===== src/rtl/sysreg_trap_router.sv =====
module sysreg_trap_router #(
  parameter int CLASS_W = 4,
  parameter int IMM_W   = 16,
  parameter int EC_W    = 6,
  parameter int SYN_W   = 25,
  parameter int HCFG_W  = 10,
  parameter logic [EC_W-1:0]  EC_FPSIMD   = 6'h07,
  parameter logic [EC_W-1:0]  EC_SYSREG   = 6'h18,
  parameter logic [SYN_W-1:0] FP_SYNDROME = 25'h1E00000
) (
  input  logic               clk,
  input  logic               rst_n,
  input  logic               acc_valid,
  input  logic [CLASS_W-1:0] acc_class,
  input  logic [1:0]         acc_level,
  input  logic               acc_read,
  input  logic [IMM_W-1:0]   acc_imm,
  input  logic               in_secure,
  input  logic               virt_present,
  input  logic               sec_present,
  input  logic [1:0]         fp_enable,
  input  logic               hyp_fp_trap,
  input  logic               hyp_acc_trap,
  input  logic [HCFG_W-1:0]  hyp_cfg,
  input  logic               mon_fp_trap,
  input  logic               mon_acc_trap,
  output logic               out_valid,
  output logic [1:0]         trap_target,
  output logic [EC_W-1:0]    exc_class,
  output logic [SYN_W-1:0]   syndrome
);

  localparam logic [CLASS_W-1:0] C_FP     = CLASS_W'(1);
  localparam logic [CLASS_W-1:0] C_ACC    = CLASS_W'(2);
  localparam logic [CLASS_W-1:0] C_HYPCTL = CLASS_W'(3);
  localparam logic [CLASS_W-1:0] C_VM     = CLASS_W'(4);
  localparam logic [CLASS_W-1:0] C_TLBI   = CLASS_W'(5);
  localparam logic [CLASS_W-1:0] C_POU    = CLASS_W'(6);
  localparam logic [CLASS_W-1:0] C_POC    = CLASS_W'(7);
  localparam logic [CLASS_W-1:0] C_SW     = CLASS_W'(8);
  localparam logic [CLASS_W-1:0] C_AUX    = CLASS_W'(9);
  localparam logic [CLASS_W-1:0] C_ID1    = CLASS_W'(10);
  localparam logic [CLASS_W-1:0] C_ID2    = CLASS_W'(11);
  localparam logic [CLASS_W-1:0] C_ID3    = CLASS_W'(12);

  localparam int B_RD_VM = 0, B_WR_VM = 1, B_TLB = 2, B_POU = 3, B_POC = 4;
  localparam int B_SW = 5, B_AUX = 6, B_ID1 = 7, B_ID2 = 8, B_ID3 = 9;

  localparam logic [1:0] T_NONE = 2'd0, T_SUP = 2'd1, T_HYP = 2'd2, T_MON = 2'd3;

  logic lvl0, lvl1, lvl2, low;
  assign lvl0 = (acc_level == 2'd0);
  assign lvl1 = (acc_level == 2'd1);
  assign lvl2 = (acc_level == 2'd2);
  assign low  = lvl0 | lvl1;

  logic is_fp, ro_write;
  assign is_fp    = (acc_class == C_FP);
  assign ro_write = !acc_read && ((acc_class == C_ID1) || (acc_class == C_ID3));

  logic sup_hit;
  assign sup_hit = is_fp && ((lvl0 && fp_enable != 2'b11) || (lvl1 && !fp_enable[0]));

  logic hyp_cond;
  always_comb begin
    hyp_cond = 1'b0;
    case (acc_class)
      C_FP:   hyp_cond = hyp_fp_trap;
      C_ACC:  hyp_cond = hyp_acc_trap && lvl1;
      C_VM:   hyp_cond = lvl1 && (acc_read ? hyp_cfg[B_RD_VM] : hyp_cfg[B_WR_VM]);
      C_TLBI: hyp_cond = hyp_cfg[B_TLB] && lvl1;
      C_POU:  hyp_cond = hyp_cfg[B_POU] && low;
      C_POC:  hyp_cond = hyp_cfg[B_POC] && low;
      C_SW:   hyp_cond = hyp_cfg[B_SW] && lvl1;
      C_AUX:  hyp_cond = hyp_cfg[B_AUX] && lvl1;
      C_ID1:  hyp_cond = hyp_cfg[B_ID1] && lvl1;
      C_ID2:  hyp_cond = hyp_cfg[B_ID2] && low;
      C_ID3:  hyp_cond = hyp_cfg[B_ID3] && lvl1;
      default: hyp_cond = 1'b0;
    endcase
  end

  logic hyp_en, hyp_hit;
  assign hyp_en  = virt_present && !in_secure && (acc_level <= 2'd2) && !lvl2;
  assign hyp_hit = hyp_en && hyp_cond && !ro_write;

  logic mon_cond, mon_hit;
  always_comb begin
    mon_cond = 1'b0;
    case (acc_class)
      C_FP:     mon_cond = mon_fp_trap;
      C_ACC:    mon_cond = mon_acc_trap && (lvl1 || lvl2);
      C_HYPCTL: mon_cond = mon_acc_trap && lvl2;
      default:  mon_cond = 1'b0;
    endcase
  end
  // every level is at or below the monitor, so only presence gates it
  assign mon_hit = sec_present && mon_cond;

  logic [1:0]       nxt_target;
  logic [EC_W-1:0]  nxt_class;
  logic [SYN_W-1:0] nxt_syn;
  always_comb begin
    nxt_target = T_NONE;
    nxt_class  = '0;
    nxt_syn    = '0;
    if (sup_hit) begin
      nxt_target = T_SUP;
      nxt_class  = EC_FPSIMD;
      nxt_syn    = FP_SYNDROME;
    end else if (hyp_hit || mon_hit) begin
      nxt_target = hyp_hit ? T_HYP : T_MON;
      nxt_class  = is_fp ? EC_FPSIMD : EC_SYSREG;
      nxt_syn    = is_fp ? FP_SYNDROME : SYN_W'(acc_imm);
    end
  end

  always_ff @(posedge clk) begin
    if (!rst_n) begin
      out_valid   <= 1'b0;
      trap_target <= T_NONE;
      exc_class   <= '0;
      syndrome    <= '0;
    end else begin
      out_valid <= acc_valid;
      if (acc_valid) begin
        trap_target <= nxt_target;
        exc_class   <= nxt_class;
        syndrome    <= nxt_syn;
      end
    end
  end

  p_valid_follows_r1: assert property (@(posedge clk) disable iff (!rst_n)
    acc_valid |=> out_valid);
  p_valid_drops_r1: assert property (@(posedge clk) disable iff (!rst_n)
    !acc_valid |=> !out_valid);
  p_hold_idle_r1: assert property (@(posedge clk) disable iff (!rst_n)
    !acc_valid |=> $stable(trap_target) && $stable(syndrome));
  p_sup_fp_only_r3: assert property (@(posedge clk) disable iff (!rst_n)
    out_valid && trap_target == T_SUP |-> exc_class == EC_FPSIMD && syndrome == FP_SYNDROME);
  p_clean_allow_r4: assert property (@(posedge clk) disable iff (!rst_n)
    out_valid && trap_target == T_NONE |-> exc_class == '0 && syndrome == '0);
  p_imm_syndrome_r4: assert property (@(posedge clk) disable iff (!rst_n)
    out_valid && trap_target != T_NONE && exc_class == EC_SYSREG |->
      syndrome == SYN_W'($past(acc_imm)));
  p_hyp_gate_r5: assert property (@(posedge clk) disable iff (!rst_n)
    out_valid && trap_target == T_HYP |->
      $past(virt_present) && !$past(in_secure) && $past(acc_level) <= 2'd1);
  p_mon_gate_r10: assert property (@(posedge clk) disable iff (!rst_n)
    out_valid && trap_target == T_MON |-> $past(sec_present));
  p_ro_write_r11: assert property (@(posedge clk) disable iff (!rst_n)
    out_valid && !$past(acc_read) &&
      ($past(acc_class) == C_ID1 || $past(acc_class) == C_ID3) |-> trap_target == T_NONE);

endmodule


===== config.mk =====
export PLATFORM = sky130hd
export DESIGN_NAME = sysreg_trap_router
export DESIGN_NICKNAME = d
export VERILOG_FILES = /design/src/rtl/sysreg_trap_router.sv
export SDC_FILE = /design/constraint.sdc
export NUM_CORES = 1
export LEC_CHECK = 0
export ABC_AREA = 0
export BUFFER_PORTS_ARGS = -buffer_cell sky130_fd_sc_hd__buf_2
export CAP_MARGIN = 30
export CORE_ASPECT_RATIO = 1.25
export CORE_UTILIZATION = 45
export CTS_BUF_LIST = sky130_fd_sc_hd__clkbuf_4 sky130_fd_sc_hd__clkbuf_8 sky130_fd_sc_hd__clkbuf_16
export CTS_CLUSTER_DIAMETER = 80
export DETAILED_ROUTE_END_ITERATION = 12
export PLACE_DENSITY = 0.8
export SLEW_MARGIN = 20
export SYNTH_ARGS = -nofsm -noshare
export SYNTH_HDL_FRONTEND = slang
export SYNTH_SLANG_ARGS = --single-unit

===== constraint.sdc =====
create_clock -name clk -period 2.1 [get_ports clk]
set_clock_uncertainty 0.05 [all_clocks]
set_input_delay 0.105 -clock clk [delete_from_list [all_inputs] [get_ports clk]]
set_output_delay 0.105 -clock clk [all_outputs]
set_load 0.02 [all_outputs]

[Word-level counts from Yosys, hierarchy flattened]
Cells that the tools add are included.
Cells by class
  multiplexer cells: 12
  bitwise logic cells: 1
  equality and inequality tests: 15
  reduce and logical (&&, ||, !) cells: 32
  order comparisons: 1
Operators by type and width (number)
  two-way mux 25 bit: 3
  logical AND 1 bit: 22
  == test 4 bit (second input constant): 5
  == test 4 x 3 -> 1 bit (second input constant): 4
  two-way mux 5 bit: 3
  one-hot mux 1 bit (11 select lines): 1
  == test 4 x 2 -> 1 bit (second input constant): 2
  logical NOT 1 bit: 5
  == test 4 x 1 -> 1 bit (second input constant): 1
  logical OR 1 bit: 4
  two-way mux 2 bit: 2
  one-hot mux 1 bit (3 select lines): 1
  == test 2 x 1 -> 1 bit (second input constant): 1
  == test 2 bit (second input constant): 1
  less-or-equal comparator 2 bit (second input constant): 1
  logical NOT 2 bit: 1
  two-way mux 1 bit: 2
  != test 2 bit (second input constant): 1
  OR 1 bit: 1
Word-level totals
  output and inout port bits: 34
  logic and storage cells: 65
  input bits: 45
  register bits: 34

[Longest topological paths before layout]
  word-level depth: 9
  depth in mapped cells: 8
  depth with buffers taken out: 7

[Worst setup path before layout]
No wires, ideal clock.
  path kind: input port to flip-flop
  start: input acc_level[0]
  end: register exc_class[2]
  arrival: 1.529 ns
  data required time: 1.984 ns
  slack: 0.455 ns
  cell stages on the path: 8
  path buffers: 2
  library setup time: 0.066 ns
  cell sequence: inv_1 ha_1 or4b_1 a31oi_1 buf_2 clkbuf_4 o31ai_2 a21oi_2
Between the ends
  word-level cells in the longest chain between the ends: 9
  elaborated cells on any way between the ends: 33
  those cells by class: 1 x order compare; 2 x eq/ne; 4 x mux; 1 x bitwise; 25 x reduce/logical
Ends and longest elaborated chain
  start: declaration: RTL line 15  | input logic [1:0] acc_level,
  == test 2 x 1 -> 1 bit / logical NOT 2 bit (equally long branches): RTL line 53, 52
  OR 1 bit: RTL line 55  | assign low = lvl0 | lvl1;
  logical AND 1 bit (on tied branches): RTL line 77, 72, 73
  one-hot mux 1 bit (11 select lines): RTL line 67  | case (acc_class)
  logical AND 1 bit (2 in series): RTL line 85  | assign hyp_hit = hyp_en && hyp_cond && !ro_write;
  logical OR 1 bit: RTL line 111  | end else if (hyp_hit || mon_hit) begin
  two-way mux 5 bit: RTL line 111
  two-way mux 5 bit (*): RTL line 107  | if (sup_hit) begin
  end signal: assignment: RTL line 128  | exc_class <= nxt_class;
  end: declaration: RTL line 29  | output logic [EC_W-1:0] exc_class,
Mark *: on every way between the ends. The rest lies on a longest branch, timed or not.
A chain may end at the register's enable or synchronous reset.

[Worst setup path in the final report]
  start: input acc_level[0]
  end: register trap_target[1]
Between the ends
  word-level cells in the longest chain between the ends: 9
  elaborated cells on any way between the ends: 33
  those cells by class: 1 x order compare; 2 x eq/ne; 4 x mux; 1 x bitwise; 25 x reduce/logical
Ends and longest elaborated chain
  == test 2 x 1 -> 1 bit / logical NOT 2 bit (equally long branches): RTL line 53, 52
  OR 1 bit: RTL line 55
  logical AND 1 bit (on tied branches): RTL line 77, 72, 73
  one-hot mux 1 bit (11 select lines): RTL line 67
  logical AND 1 bit (2 in series): RTL line 85
  logical OR 1 bit: RTL line 111
  two-way mux 2 bit: RTL line 111
  two-way mux 2 bit (*): RTL line 107
  end signal: assignment: RTL line 127  | trap_target <= nxt_target;
  end: declaration: RTL line 28  | output logic [1:0] trap_target,
Marks and branches as above.

==> flow_metrics.tcl <==
set metrics [dict create \
    startpoint_type "input port" \
    finalNonFillerCells 275 \
    yosys_register_bits 21 \
    htreeDepth 1 \
    post-place-cells 255 \
    port_buffers 72 \
    dieHeight_um 65.7 \
    synth_most_common_cell "dfxtp_1" \
    placed_area_um2 1740 \
    syn_area_um2 1460 \
    synth-edff-count 0 \
    cts_tree "built" \
    gr-total-overflow 0 \
    dieArea_um2 3480 \
    wl_per_cell_um 13.7 \
    rsz0062_at_grt "no" \
    vias 1539 \
    cts_root_buffer "clkbuf_4" \
    period_share_pct 69.7 \
    drtIter0Drc 65 \
    multiInputGateArea_um2 850 \
    critical_path_arrival_ns 1.67 \
    setup_viol 0 \
    gp_congestion 0.850 \
    clk_path_buf_depth 2 \
    clk_latency_ns 0.30 \
    antenna_found_initial 0 \
    cap_violations 0 \
    avgSynthCellArea_um2 8.86 \
    cts_num_sinks 21 \
    hold_class "input port to flop" \
    grt_first_pass_wirelength_um 6020 \
    wl_met3_um 251 \
    postLayoutCellArea_um2 1930 \
    ys_seq_area_share_pct 28.8 \
    chipWidth_um 53.0 \
    drv_slew 0 \
    grt_usage_pct 22.7 \
    hpwl_um 2520 \
    seq_area_um2 420 \
    worst_slew_pin_slew_ns 0.616 \
    area_delta_synth_final_pct 32.1 \
    path_clk_slew_ns 0.13 \
    first_pass_iters 4 \
    yosys_warnings 0 \
    endpoint_kind "flop" \
    holdWs_ns 0.0131 \
    hold_viol_final 0 \
    yosysTopAreaCellShare_pct 28.8 \
    grt_max_degree 21 \
    top_layer "met4" \
    cp.required_ns 2.30 \
    io_pins 79 \
    yosysUniqueCellTypes 50 \
    yosys.area.top_type "dfxtp_1" \
    worstPathMaxFanout 19 \
    wl_met1_um 1570 \
    n_antenna_cell 0 \
    tns_ns 0 \
    start_util_pct 48.7 \
    powerDensity_nw_per_um2 421 \
    core_um2 3000 \
    num-fill-cells 286 \
    slew-limit-headroom_pct 59.0 \
    yosys_most_used_dff "dfxtp_1" \
    p_leak_nw 0.918 \
    viasPerCell 5.60 \
    grt_pass1_vias 1409 \
    timing.fmax_mhz 683 \
    outcome "finished clean" \
    routed_wl_um 3760 \
    synthTopCellsByArea "dfxtp_1, a32oi_1, buf_4" \
    drtAntennaViolNets 0 \
    numCtsBuffers 3 \
    min_period_ns 1.46 \
    synthCells 165 \
    drive_gt1_share_pct 40.2 \
    drc 0 \
    crit_type "input port to flop" \
    fin_nets 289 \
    ir_worst_vdd_mv 0.351 \
    synth_common_cells "dfxtp_1, a32oi_1, buf_4" \
    post-route-util_pct 64.3 \
    post_cts_resized 0 \
    async_reset_ff_share_pct 0 \
    wl_met2_um 1890 \
    rows 22 \
]
==> kinds of logic (layout without fill, tap and decap cells) <==
logic type | Yosys count | after routing | synth area share, %
multiplexers | 5 | 5 | 4.11
XOR/XNOR | 1 | 1 | 0.599
AO/OA/AOI/OAI | 57 | 57 | 30.5
other | 1 | 6 | 0.257
flip-flops | 21 | 21 | 28.8
adder cells (fa/ha/maj) | 4 | 4 | 3.42
buffers and inverters | 34 | 103 | 15.0
AND/OR/NAND/NOR | 42 | 42 | 17.4
==> power by group <==
| group | switching [mW] | total, mW | internal [mW] | leakage (nW) |
|---|---|---|---|---|
| registers | 0.00202 | 0.405 | 0.403 | 0.170 |
| logic | 0.111 | 0.205 | 0.0941 | 0.731 |
| clock network | 0.132 | 0.203 | 0.0711 | 0.0177 |
==> metal layers <==
layer / up-vias / track usage (%)
met1: 708 / 27.3
met2: 68 / 39.9
met5: - / 0
met4: 0 / 7.89
li1: 757 / -
met3: 6 / 3.24
==> layout make-up <==
| type | count | area share (%) |
|---|---|---|
| multi-input cells | 115 | 44.0 |
| repair buffers | 94 | 29.5 |
| flip-flops and latches | 21 | 21.8 |
| well taps | 36 | 2.33 |
| clock buffers | 3 | 1.17 |
| inverters | 5 | 0.972 |
| clock inverters | 1 | 0.259 |
==> worst paths after layout <==
check	startpoint	endpoint	slack (ns)	cells after the start
max	acc_level[0]	trap_target[1]	0.64	8
min reg2reg	syndrome[3]	syndrome[3]	0.43	2
min	rst_n	exc_class[2]	0.01	3
max reg2reg	trap_target[0]	trap_target[0]	0.92	4
==> repair_timing <==
action	4_1_cts	5_1_grt
hold buffers	16	0
buffers inserted	0	0
endpoints found under the hold margin	16	0
==> worst max-delay path: stages <==
cell,delay (ns)
buf_2,0.10
inv_1,0.06
ha_1,0.21
or4b_1,0.49
a31oi_2,0.18
buf_4,0.26
o221ai_1,0.14
a21oi_1,0.12
==> through the flow <==
| step | total power [mW] | worst slack, ns |
|---|---|---|
| 3_3_place_gp | 0.589 | 0.373 |
| 6_report | 0.813 | 0.636 |
| 5_1_grt | 0.852 | 0.529 |
| 3_5_place_dp | 0.593 | 0.316 |
| 4_1_cts | 0.815 | 0.638 |
| 2_1_floorplan | 0.536 | 0.455 |
==> state kept, by name, indices dropped and copies added (netlist names) <==
register,cells
out_valid,1
syndrome,16
trap_target,2
exc_class,2
==> cells in the final DEF (no fill, tap or decap), types with 2 or more instances in the layout <==
cell type,Yosys,routed
nand3_1,7,7
a21oi_1,4,4
nand2_1,12,12
dfxtp_1,21,21
a32oi_1,17,17
o21bai_1,2,2
conb_1,1,6
ha_1,4,4
buf_4,15,5
inv_1,5,5
and2_1,2,2
o21ai_1,8,8
o21ai_0,4,4
clkbuf_4,1,3
buf_2,4,72
o2111ai_1,9,9
nor2b_1,5,4
dlygate4sd3_1,0,16
mux2_2,4,4
nor2_1,4,4
Note: power is estimated with default switching activity, not from simulation.
